### config.mk
export PLATFORM = sky130hd
export DESIGN_NAME = supply_reset_sequencer
export DESIGN_NICKNAME = d
export VERILOG_FILES = /design/src/rtl/srs_pkg.sv /design/src/rtl/srs_sync.sv /design/src/rtl/srs_stretch.sv /design/src/rtl/srs_pwr_fsm.sv /design/src/rtl/supply_reset_sequencer.sv
export SDC_FILE = /design/constraint.sdc
export NUM_CORES = 1
export LEC_CHECK = 0
export BUFFER_PORTS_ARGS = -buffer_cell sky130_fd_sc_hd__buf_2
export CAP_MARGIN = 20
export CORE_ASPECT_RATIO = 1.25
export CORE_MARGIN = 1.5
export CORE_UTILIZATION = 51
export CTS_CLUSTER_DIAMETER = 40
export CTS_CLUSTER_SIZE = 40
export DETAILED_ROUTE_END_ITERATION = 10
export PLACE_DENSITY = 0.76
export RECOVER_POWER = 100
export SYNTH_ARGS = -nofsm -noshare
export SYNTH_HDL_FRONTEND = slang
export SYNTH_SLANG_ARGS = --single-unit
### constraint.sdc
create_clock -name clk -period 3.27 [get_ports clk]
set_input_delay 0.4905 -clock clk [delete_from_list [all_inputs] [get_ports clk]]
set_output_delay 0.4905 -clock clk [all_outputs]
set_load 0.02 [all_outputs]
### src/rtl/srs_pkg.sv
package srs_pkg;
    typedef enum logic [1:0] {
        PWR_OFF,
        PWR_RAMP,
        PWR_RUN,
        PWR_SKEWFAIL
    } pwr_state_e;
endpackage

### src/rtl/srs_sync.sv
module srs_sync #(
    parameter int             W       = 1,
    parameter logic [W-1:0]   RST_VAL = '0
) (
    input  logic         clk,
    input  logic         rst_n,
    input  logic [W-1:0] d_i,
    output logic [W-1:0] q_o
);
    logic [W-1:0] meta_q;
    logic [W-1:0] stab_q;

    always_ff @(posedge clk or negedge rst_n) begin
        if (!rst_n) begin
            meta_q <= RST_VAL;
            stab_q <= RST_VAL;
        end else begin
            meta_q <= d_i;
            stab_q <= meta_q;
        end
    end

    assign q_o = stab_q;
endmodule

### src/rtl/srs_stretch.sv
module srs_stretch #(
    parameter int CW = 16
) (
    input  logic          clk,
    input  logic          rst_n,
    input  logic          fault_i,
    input  logic [CW-1:0] len_i,
    output logic          act_o
);
    logic [CW-1:0] cnt_q;
    logic          act_q;

    always_ff @(posedge clk or negedge rst_n) begin
        if (!rst_n) begin
            cnt_q <= '0;
            act_q <= 1'b1;
        end else if (fault_i) begin
            cnt_q <= len_i;
            act_q <= 1'b1;
        end else if (cnt_q != '0) begin
            cnt_q <= cnt_q - CW'(1);
            act_q <= 1'b1;
        end else begin
            act_q <= 1'b0;
        end
    end

    assign act_o = act_q;

    // any active condition holds the reset on the next edge
    assert_fault_asserts_R1: assert property (@(posedge clk) disable iff (!rst_n)
        fault_i |=> act_o);

    // a nonzero stretch keeps the reset past the first clear cycle
    assert_stretch_holds_R4: assert property (@(posedge clk) disable iff (!rst_n)
        ($past(fault_i) && !fault_i && len_i != '0 && $stable(len_i)) |=> act_o);
endmodule

### src/rtl/srs_pwr_fsm.sv
module srs_pwr_fsm
    import srs_pkg::*;
#(
    parameter int NS = 4,
    parameter int CW = 16
) (
    input  logic          clk,
    input  logic          rst_n,
    input  logic [NS-1:0] ok_i,
    input  logic [CW-1:0] skew_i,
    input  logic          main_act_i,
    output pwr_state_e    state_o,
    output logic          dly_act_o
);
    pwr_state_e    state_q, state_d;
    logic [CW-1:0] cnt_q;
    logic          all_ok, any_ok;

    assign all_ok = &ok_i;
    assign any_ok = |ok_i;

    always_comb begin
        state_d = state_q;
        unique case (state_q)
            PWR_OFF: begin
                if (all_ok)      state_d = PWR_RUN;
                else if (any_ok) state_d = (skew_i == '0) ? PWR_SKEWFAIL : PWR_RAMP;
            end
            PWR_RAMP: begin
                if (all_ok)              state_d = PWR_RUN;
                else if (!any_ok)        state_d = PWR_OFF;
                else if (cnt_q == '0)    state_d = PWR_SKEWFAIL;
            end
            PWR_RUN: begin
                if (!any_ok)     state_d = PWR_OFF;
            end
            PWR_SKEWFAIL: begin
                if (all_ok)       state_d = PWR_RUN;
                else if (!any_ok) state_d = PWR_OFF;
            end
        endcase
    end

    always_ff @(posedge clk or negedge rst_n) begin
        if (!rst_n) state_q <= PWR_OFF;
        else        state_q <= state_d;
    end

    always_ff @(posedge clk or negedge rst_n) begin
        if (!rst_n) begin
            cnt_q <= '0;
        end else if (state_q == PWR_OFF && state_d == PWR_RAMP) begin
            cnt_q <= skew_i - CW'(1);
        end else if (state_q == PWR_RAMP && cnt_q != '0) begin
            cnt_q <= cnt_q - CW'(1);
        end
    end

    always_comb begin
        unique case (state_q)
            PWR_OFF, PWR_RAMP: dly_act_o = 1'b0;
            PWR_RUN:           dly_act_o = main_act_i;
            PWR_SKEWFAIL:      dly_act_o = 1'b1;
        endcase
    end

    assign state_o = state_q;

    // skew failure entered only from an exhausted window or a zero window
    assert_skewfail_entry_R7: assert property (@(posedge clk) disable iff (!rst_n)
        $rose(state_q == PWR_SKEWFAIL) |->
            (($past(state_q) == PWR_RAMP && $past(cnt_q) == '0) ||
             ($past(state_q) == PWR_OFF && $past(skew_i) == '0)));

    // normal operation is entered only with every rail good
    assert_run_entry_R8: assert property (@(posedge clk) disable iff (!rst_n)
        $rose(state_q == PWR_RUN) |-> $past(all_ok));

    // power-down is re-entered only after every rail is gone
    assert_off_entry_R10: assert property (@(posedge clk) disable iff (!rst_n)
        $rose(state_q == PWR_OFF) |-> $past(!any_ok));

    // the window counter never runs outside the ramp state
    assert_cnt_frozen_R6: assert property (@(posedge clk) disable iff (!rst_n)
        (state_q != PWR_RAMP && $past(state_q) != PWR_OFF) |=> $stable(cnt_q) || state_q == PWR_RAMP);
endmodule

### src/rtl/supply_reset_sequencer.sv
module supply_reset_sequencer
    import srs_pkg::*;
#(
    parameter int NS = 4,
    parameter int CW = 16
) (
    input  logic          clk,
    input  logic          rst_n,
    input  logic [NS-1:0] supply_ok_i,
    input  logic [NS-1:0] overcur_i,
    input  logic          man_rst_n_i,
    input  logic [CW-1:0] stretch_len_i,
    input  logic [CW-1:0] skew_len_i,
    output logic          sys_rst_n_o,
    output logic          dly_rst_n_o
);
    localparam int SW = 2 * NS + 1;
    localparam logic [SW-1:0] SYNC_RST = {{(2*NS){1'b0}}, 1'b1};

    logic [SW-1:0] raw_vec, syn_vec;
    logic [NS-1:0] s_ok, s_oc;
    logic          s_mr_n;
    logic          fault;
    logic          main_act, dly_act;
    pwr_state_e    pwr_state;

    assign raw_vec = {supply_ok_i, overcur_i, man_rst_n_i};

    srs_sync #(.W(SW), .RST_VAL(SYNC_RST)) u_sync (
        .clk   (clk),
        .rst_n (rst_n),
        .d_i   (raw_vec),
        .q_o   (syn_vec)
    );

    assign s_ok   = syn_vec[SW-1 -: NS];
    assign s_oc   = syn_vec[NS -: NS];
    assign s_mr_n = syn_vec[0];

    assign fault = ~(&s_ok) | (|s_oc) | ~s_mr_n;

    srs_stretch #(.CW(CW)) u_stretch (
        .clk     (clk),
        .rst_n   (rst_n),
        .fault_i (fault),
        .len_i   (stretch_len_i),
        .act_o   (main_act)
    );

    srs_pwr_fsm #(.NS(NS), .CW(CW)) u_fsm (
        .clk        (clk),
        .rst_n      (rst_n),
        .ok_i       (s_ok),
        .skew_i     (skew_len_i),
        .main_act_i (main_act),
        .state_o    (pwr_state),
        .dly_act_o  (dly_act)
    );

    assign sys_rst_n_o = ~main_act;
    assign dly_rst_n_o = ~dly_act;

    // in normal operation the delayed reset can only be low when the main one is
    assert_dly_implies_sys_R9: assert property (@(posedge clk) disable iff (!rst_n)
        (pwr_state == PWR_RUN && !dly_rst_n_o) |-> !sys_rst_n_o);

    // the delayed reset is released while powered down or ramping
    assert_dly_quiet_R6: assert property (@(posedge clk) disable iff (!rst_n)
        (pwr_state == PWR_OFF || pwr_state == PWR_RAMP) |-> dly_rst_n_o);
endmodule

[Yosys cells after proc, flatten, opt, wreduce, memory -nomap -nowiden]
Cells that the tools add are included.
Operators by class
  add/sub/neg operators: 3
  equality and inequality tests: 4
  mux-type cells: 16
  bitwise logic cells: 6
  reductions and logical operators: 13
Operators with widths (number)
  16-bit two-way mux: 4
  16-bit by 1-bit subtractor with 16-bit output, second input constant: 3
  16-bit zero test: 2
  16-bit nonzero test: 2
  2-bit two-way mux: 8
  2-bit one-hot mux with 4 select lines: 1
  4-bit OR reduction: 2
  2-bit by 1-bit equality test with 1-bit output, second input constant: 2
  2-bit equality test, second input constant: 2
  1-bit inverter: 4
  4-bit AND reduction: 1
  2-bit nonzero test: 2
  1-bit one-hot mux with 3 select lines: 1
  1-bit logical AND: 2
  2-bit zero test: 1
  1-bit two-way mux: 2
  1-bit OR: 2
  2-bit OR reduction: 1
Word-level totals
  flip-flop bits (word level): 53
  output and inout port bits: 2
  logic and storage cells: 48

[Logic depth before layout (Yosys ltp)]
  depth in word-level cells: 8
  mapped depth: 13
  mapped depth without buffers: 10

[Modules after synthesis]
Synthesis repeated with hierarchy kept, for this count alone.
Unflattened totals
  cell total of the unflattened synthesis: 279
  area, all modules: 2945.3 sq um
By module, submodules not included
  srs_pwr_fsm: instances 1, cells an instance 147, area each 1408.9 sq um, seq. area each 450.4 sq um
  srs_stretch: instances 1, cells an instance 109, area each 1046.0 sq um, seq. area each 426.7 sq um
  srs_sync: instances 1, cells an instance 18, area each 452.9 sq um, seq. area each 452.9 sq um
  supply_reset_sequencer: instances 1, cells an instance 5, area each 37.5 sq um, seq. area each 0.0 sq um

[Worst setup path after synthesis]
No wires, ideal clock.
  path type: input-to-reg
  from: input skew_len_i[3]
  to: register u_fsm.cnt_q[14]
  library setup time: 101 ps
  data arrival time: 3429 ps
  required time: 3169 ps
  setup slack: -260 ps
  stages on the path: 12
  buffers on the path: 3
  path through: or4_4 nor3_4 a21o_2 buf_6 clkbuf_1 mux2i_1 ha_1 clkbuf_1 o211ai_1 a211oi_1 mux2_2 nor4_1
Between the ends
  longest elaborated chain between the ends: 8
Ends and longest elaborated chain
  start: declaration: RTL line supply_reset_sequencer.sv:13  | input logic [CW-1:0] skew_len_i,
  16-bit zero test: RTL line srs_pwr_fsm.sv:27  | else if (any_ok) state_d = (skew_i == '0) ? PWR_SKEWFAIL : PWR_RAMP;
  2-bit two-way mux (2 in a row): RTL line srs_pwr_fsm.sv:27
  2-bit two-way mux: RTL line srs_pwr_fsm.sv:26  | if (all_ok) state_d = PWR_RUN;
  2-bit one-hot mux with 4 select lines: RTL line srs_pwr_fsm.sv:24  | unique case (state_q)
  2-bit by 1-bit equality test with 1-bit output: RTL line srs_pwr_fsm.sv:52  | end else if (state_q == PWR_OFF && state_d == PWR_RAMP) begin
  1-bit logical AND: RTL line srs_pwr_fsm.sv:52
  16-bit two-way mux / 2-bit nonzero test (equally long branches)
  end signal: assignment: RTL line srs_pwr_fsm.sv:53  | cnt_q <= skew_i - CW'(1);
  end signal: assignment: RTL line srs_pwr_fsm.sv:55  | cnt_q <= cnt_q - CW'(1);
  end: declaration: RTL line srs_pwr_fsm.sv:16  | logic [CW-1:0] cnt_q;
Parallel ways exist; a longest one is shown, timed or not.
A chain may end at the register's enable or synchronous reset.

[Final worst setup path]
  from: register u_sync.stab_q[6] (netlist: u_sync.q_o[6])
  to: register u_fsm.cnt_q[4]
Between the ends
  longest elaborated chain between the ends: 7
Ends and longest elaborated chain
  start: declaration: RTL line srs_sync.sv:11  | logic [W-1:0] stab_q;
  start signal: assignment: RTL line srs_sync.sv:19  | stab_q <= meta_q;
  4-bit OR reduction: RTL line srs_pwr_fsm.sv:20  | assign any_ok = |ok_i;
  2-bit two-way mux, on equally long branches
  2-bit two-way mux, on equally long branches: RTL line srs_pwr_fsm.sv:38, srs_pwr_fsm.sv:30, srs_pwr_fsm.sv:26
  2-bit one-hot mux with 4 select lines *: RTL line srs_pwr_fsm.sv:24
  2-bit by 1-bit equality test with 1-bit output *: RTL line srs_pwr_fsm.sv:52
  1-bit logical AND *: RTL line srs_pwr_fsm.sv:52
  16-bit two-way mux / 2-bit nonzero test (equally long branches)
Mark *: on every way between the ends. The rest lies on a longest branch, timed or not.

==> flow_metrics.env <==
export IMPL_setup_tns_ps=0
export IMPL_ys_flop_type="dfrtp_1"
export IMPL_ys_warn_count=0
export IMPL_cts_buffer_depth=2
export IMPL_slew_headroom_pct=-25.8
export IMPL_cts_sinks=53
export IMPL_worstPathCellList="or4_1 > nand3_1 > a21o_1 > mux2i_1 > ha_1 > clkbuf_1 > nand2_1 > or3_1 > xor2_1 > a21oi_1"
export IMPL_cts_made_buffers=5
export IMPL_clock_skew_ps=9.72
export IMPL_final_cell_mix="dfrtp_1 (50), buf_2 (42), nand2_1 (32), nor2_1 (29), xnor2_1 (22)"
export IMPL_place_hpwl_mm=4.17
export IMPL_gr_total_overflow=0
export IMPL_worstReg2RegStart="u_sync.q_o[6]"
export IMPL_syn_nets=333
export IMPL_status="complete, but fails checks"
export IMPL_clkLatencyLatePin_ps=310
export IMPL_finalNonFillerCells=401
export IMPL_reg2reg_depth=10
export IMPL_hold_path_class="in2reg"
export IMPL_cts_hold_buf=0
export IMPL_rsz0062_at_grt="false"
export IMPL_syn_avg_cell_area_um2=9.65
export IMPL_finalSetupViolCount=0
export IMPL_crit_fanout=9
export IMPL_wirelength_mm=5.63
export IMPL_grt_use_total_pct=20.0
export IMPL_port_buffers=44
export IMPL_syn_to_final_growth_pct=13.9
export IMPL_diodes=0
export IMPL_clock_fmax_ghz=0.339
export IMPL_start_kind="flip-flop"
export IMPL_netlist_area_um2=2780
export IMPL_worst_pin_slew_ps=1890
export IMPL_criticalPathCategory="reg2reg"
export IMPL_final_common_cell="dfrtp_1"
export IMPL_slowest_delay_ps=580
export IMPL_endpoint_kind="flip-flop"
export IMPL_drt_vias_per_instance=5.74
export IMPL_antenna_found_initial=0
export IMPL_core_um2=5150
export IMPL_hold_path_startpoint="man_rst_n_i"
export IMPL_dr_first_iter_drc_count=203
export IMPL_cts_tree="yes"
export IMPL_p_per_area_nw_per_um2=528
export IMPL_crit_arrival_ps=3190
export IMPL_dr_pass1_iters=4
export IMPL_die_area_um2=5910
export IMPL_nFillCells=450
export IMPL_grt_pass1_wl_mm=9.56
export IMPL_drive_gt1_share_pct=18.9
export IMPL_ir_drop_mv=0.277
export IMPL_r2r_end="u_fsm.cnt_q[4]"
export IMPL_power_leakage_nw=1.33
export IMPL_cp_required_ps=3510
export IMPL_clockRootBuffer="clkbuf_8"
export IMPL_num_rows=29
export IMPL_async_flop_share_pct=100
export IMPL_postCtsSetupBuffers=0
export IMPL_hold_path_end="u_sync.meta_q[0]"
export IMPL_wl_per_cell_um=14.0
export IMPL_min_period_ps=2950
export IMPL_finalHoldViolations=0
export IMPL_start_util_pct=54.0
export IMPL_yosys_cell_types_count=48
export IMPL_synthCells=288
export IMPL_cp_slowest_cell="or4_1"
export IMPL_vias=2301
export IMPL_holdPathStages=1
export IMPL_cts_resized=0
export IMPL_io_pins=45
export IMPL_max_cap_viol_count=1
export IMPL_fin_crit_sh_pct=90.2
export IMPL_place_congestion=0.848
export IMPL_r2r_setup_slack_ps=320
export IMPL_dp_cells=393
export IMPL_htreeDepth=2
export IMPL_cts_clk_slew_worst_paths_ps=100
export IMPL_maxSlewViolCount=37
export IMPL_num_nets_final=383
export IMPL_ant_nets=0
export IMPL_yosysSeqAreaShare_pct=47.8
export IMPL_ys_ff_latch=53
export IMPL_synth_edf_count=0
export IMPL_grt_pass1_vias=2209
export IMPL_grt_max_degree=37
export IMPL_drc=0
export IMPL_die_y_um=85.6
export IMPL_die_w_um=69.0
export IMPL_violations="max-capacitance violations, max-slew violations"
==> sequential cells by signal, summed over array words and instances, names as in the netlist <==
signal / count
u_sync.meta_q: 9
u_stretch.act_o: 1
u_fsm.cnt_q: 16
u_stretch.cnt_q: 16
u_fsm.state_o: 2
u_sync.q_o: 9
==> worst max-delay path by stage <==
stage                  startpoint              end  slack (ps)
finish              u_sync.q_o[6]   u_fsm.cnt_q[4]         320
global route        u_sync.q_o[6]   u_fsm.cnt_q[4]         130
CTS                 u_sync.q_o[6]  u_fsm.cnt_q[14]         460
detailed placement  skew_len_i[3]  u_fsm.cnt_q[14]         200
global placement    skew_len_i[3]  u_fsm.cnt_q[14]         290
floorplan           skew_len_i[3]  u_fsm.cnt_q[14]           7
==> synthesized netlist by cell type (4+ instances only) <==
cell type,number,share of area (%)
a21oi_1,14,2.5
clkbuf_1,6,0.81
dfrtp_1,50,45
inv_1,5,0.68
mux2i_1,8,2.9
nand2_1,32,4.3
nand3_1,7,1.3
nand4_1,4,0.90
nor2_1,29,3.9
nor3_1,17,3.1
nor4_1,8,1.8
o21ai_0,16,2.9
o31ai_1,7,1.9
or3_1,6,1.4
or4_1,7,1.9
xnor2_1,22,6.9
xor2_1,8,2.5
==> layout make-up <==
type	instances	area [um^2]	area share [%]
Clock inverter	3	26.3	0.830
Sequential cell	53	1330	42.0
Tap cell	62	77.6	2.45
Clock buffer	5	68.8	2.17
Inverter	5	18.8	0.593
Multi-Input combinational cell	222	1380	43.7
Timing Repair Buffer	51	263	8.30
==> routing by layer <==
layer / up-vias / global-route usage [%] / wire (um)
met2: 80 / 36.1 / 2800
li1: 1141 / - / -
met4: 0 / 6.60 / 74
met5: - / 0 / 0
met1: 1074 / 23.9 / 2450
met3: 6 / 3.88 / 298
==> cells by family (layout without fill, tap and decap cells) <==
kind of cell / count (synthesis) / count (layout) / synth area share [%]
and+or+nand+nor: 125 / 125 / 23.4
AOI/OAI and AO/OA: 54 / 54 / 12.1
DFF: 53 / 53 / 47.8
xor gates and xnor gates: 30 / 30 / 9.45
buffers and inverters: 13 / 64 / 2.16
muxes: 11 / 11 / 4.10
adders and majority gates: 2 / 2 / 0.900
==> critical path, delay by kind of cell, from the launching register on <==
kind	cells	cell delay (ps)
buffers and inverters	1	230
and+or+nand+nor	4	1230
muxes	1	230
DFF	1	410
adders and majority gates	1	180
AOI/OAI and AO/OA	2	440
xor gates and xnor gates	1	150
==> metrics by stage <==
stage	utilization, %	worst slack [ps]	hold WS (ps)	power, mW	cell area (um^2)
5_1_grt	61.5	129	247	1.78	3170
3_5_place_dp	60.0	202	336	1.30	3090
3_3_place_gp	60.0	291	333	1.28	3090
6_report	61.5	321	272	1.67	3170
4_1_cts	61.8	458	258	1.70	3180
2_1_floorplan	-	6.91	195	1.16	2790
==> report_power, final <==
group	leakage (nW)	switching (mW)	internal, mW
Sequential	0.612	0.125	0.775
Combinational	0.666	0.203	0.178
Clock	0.0495	0.232	0.159
Total	1.33	0.560	1.11
(Power assumes the default switching activity.)
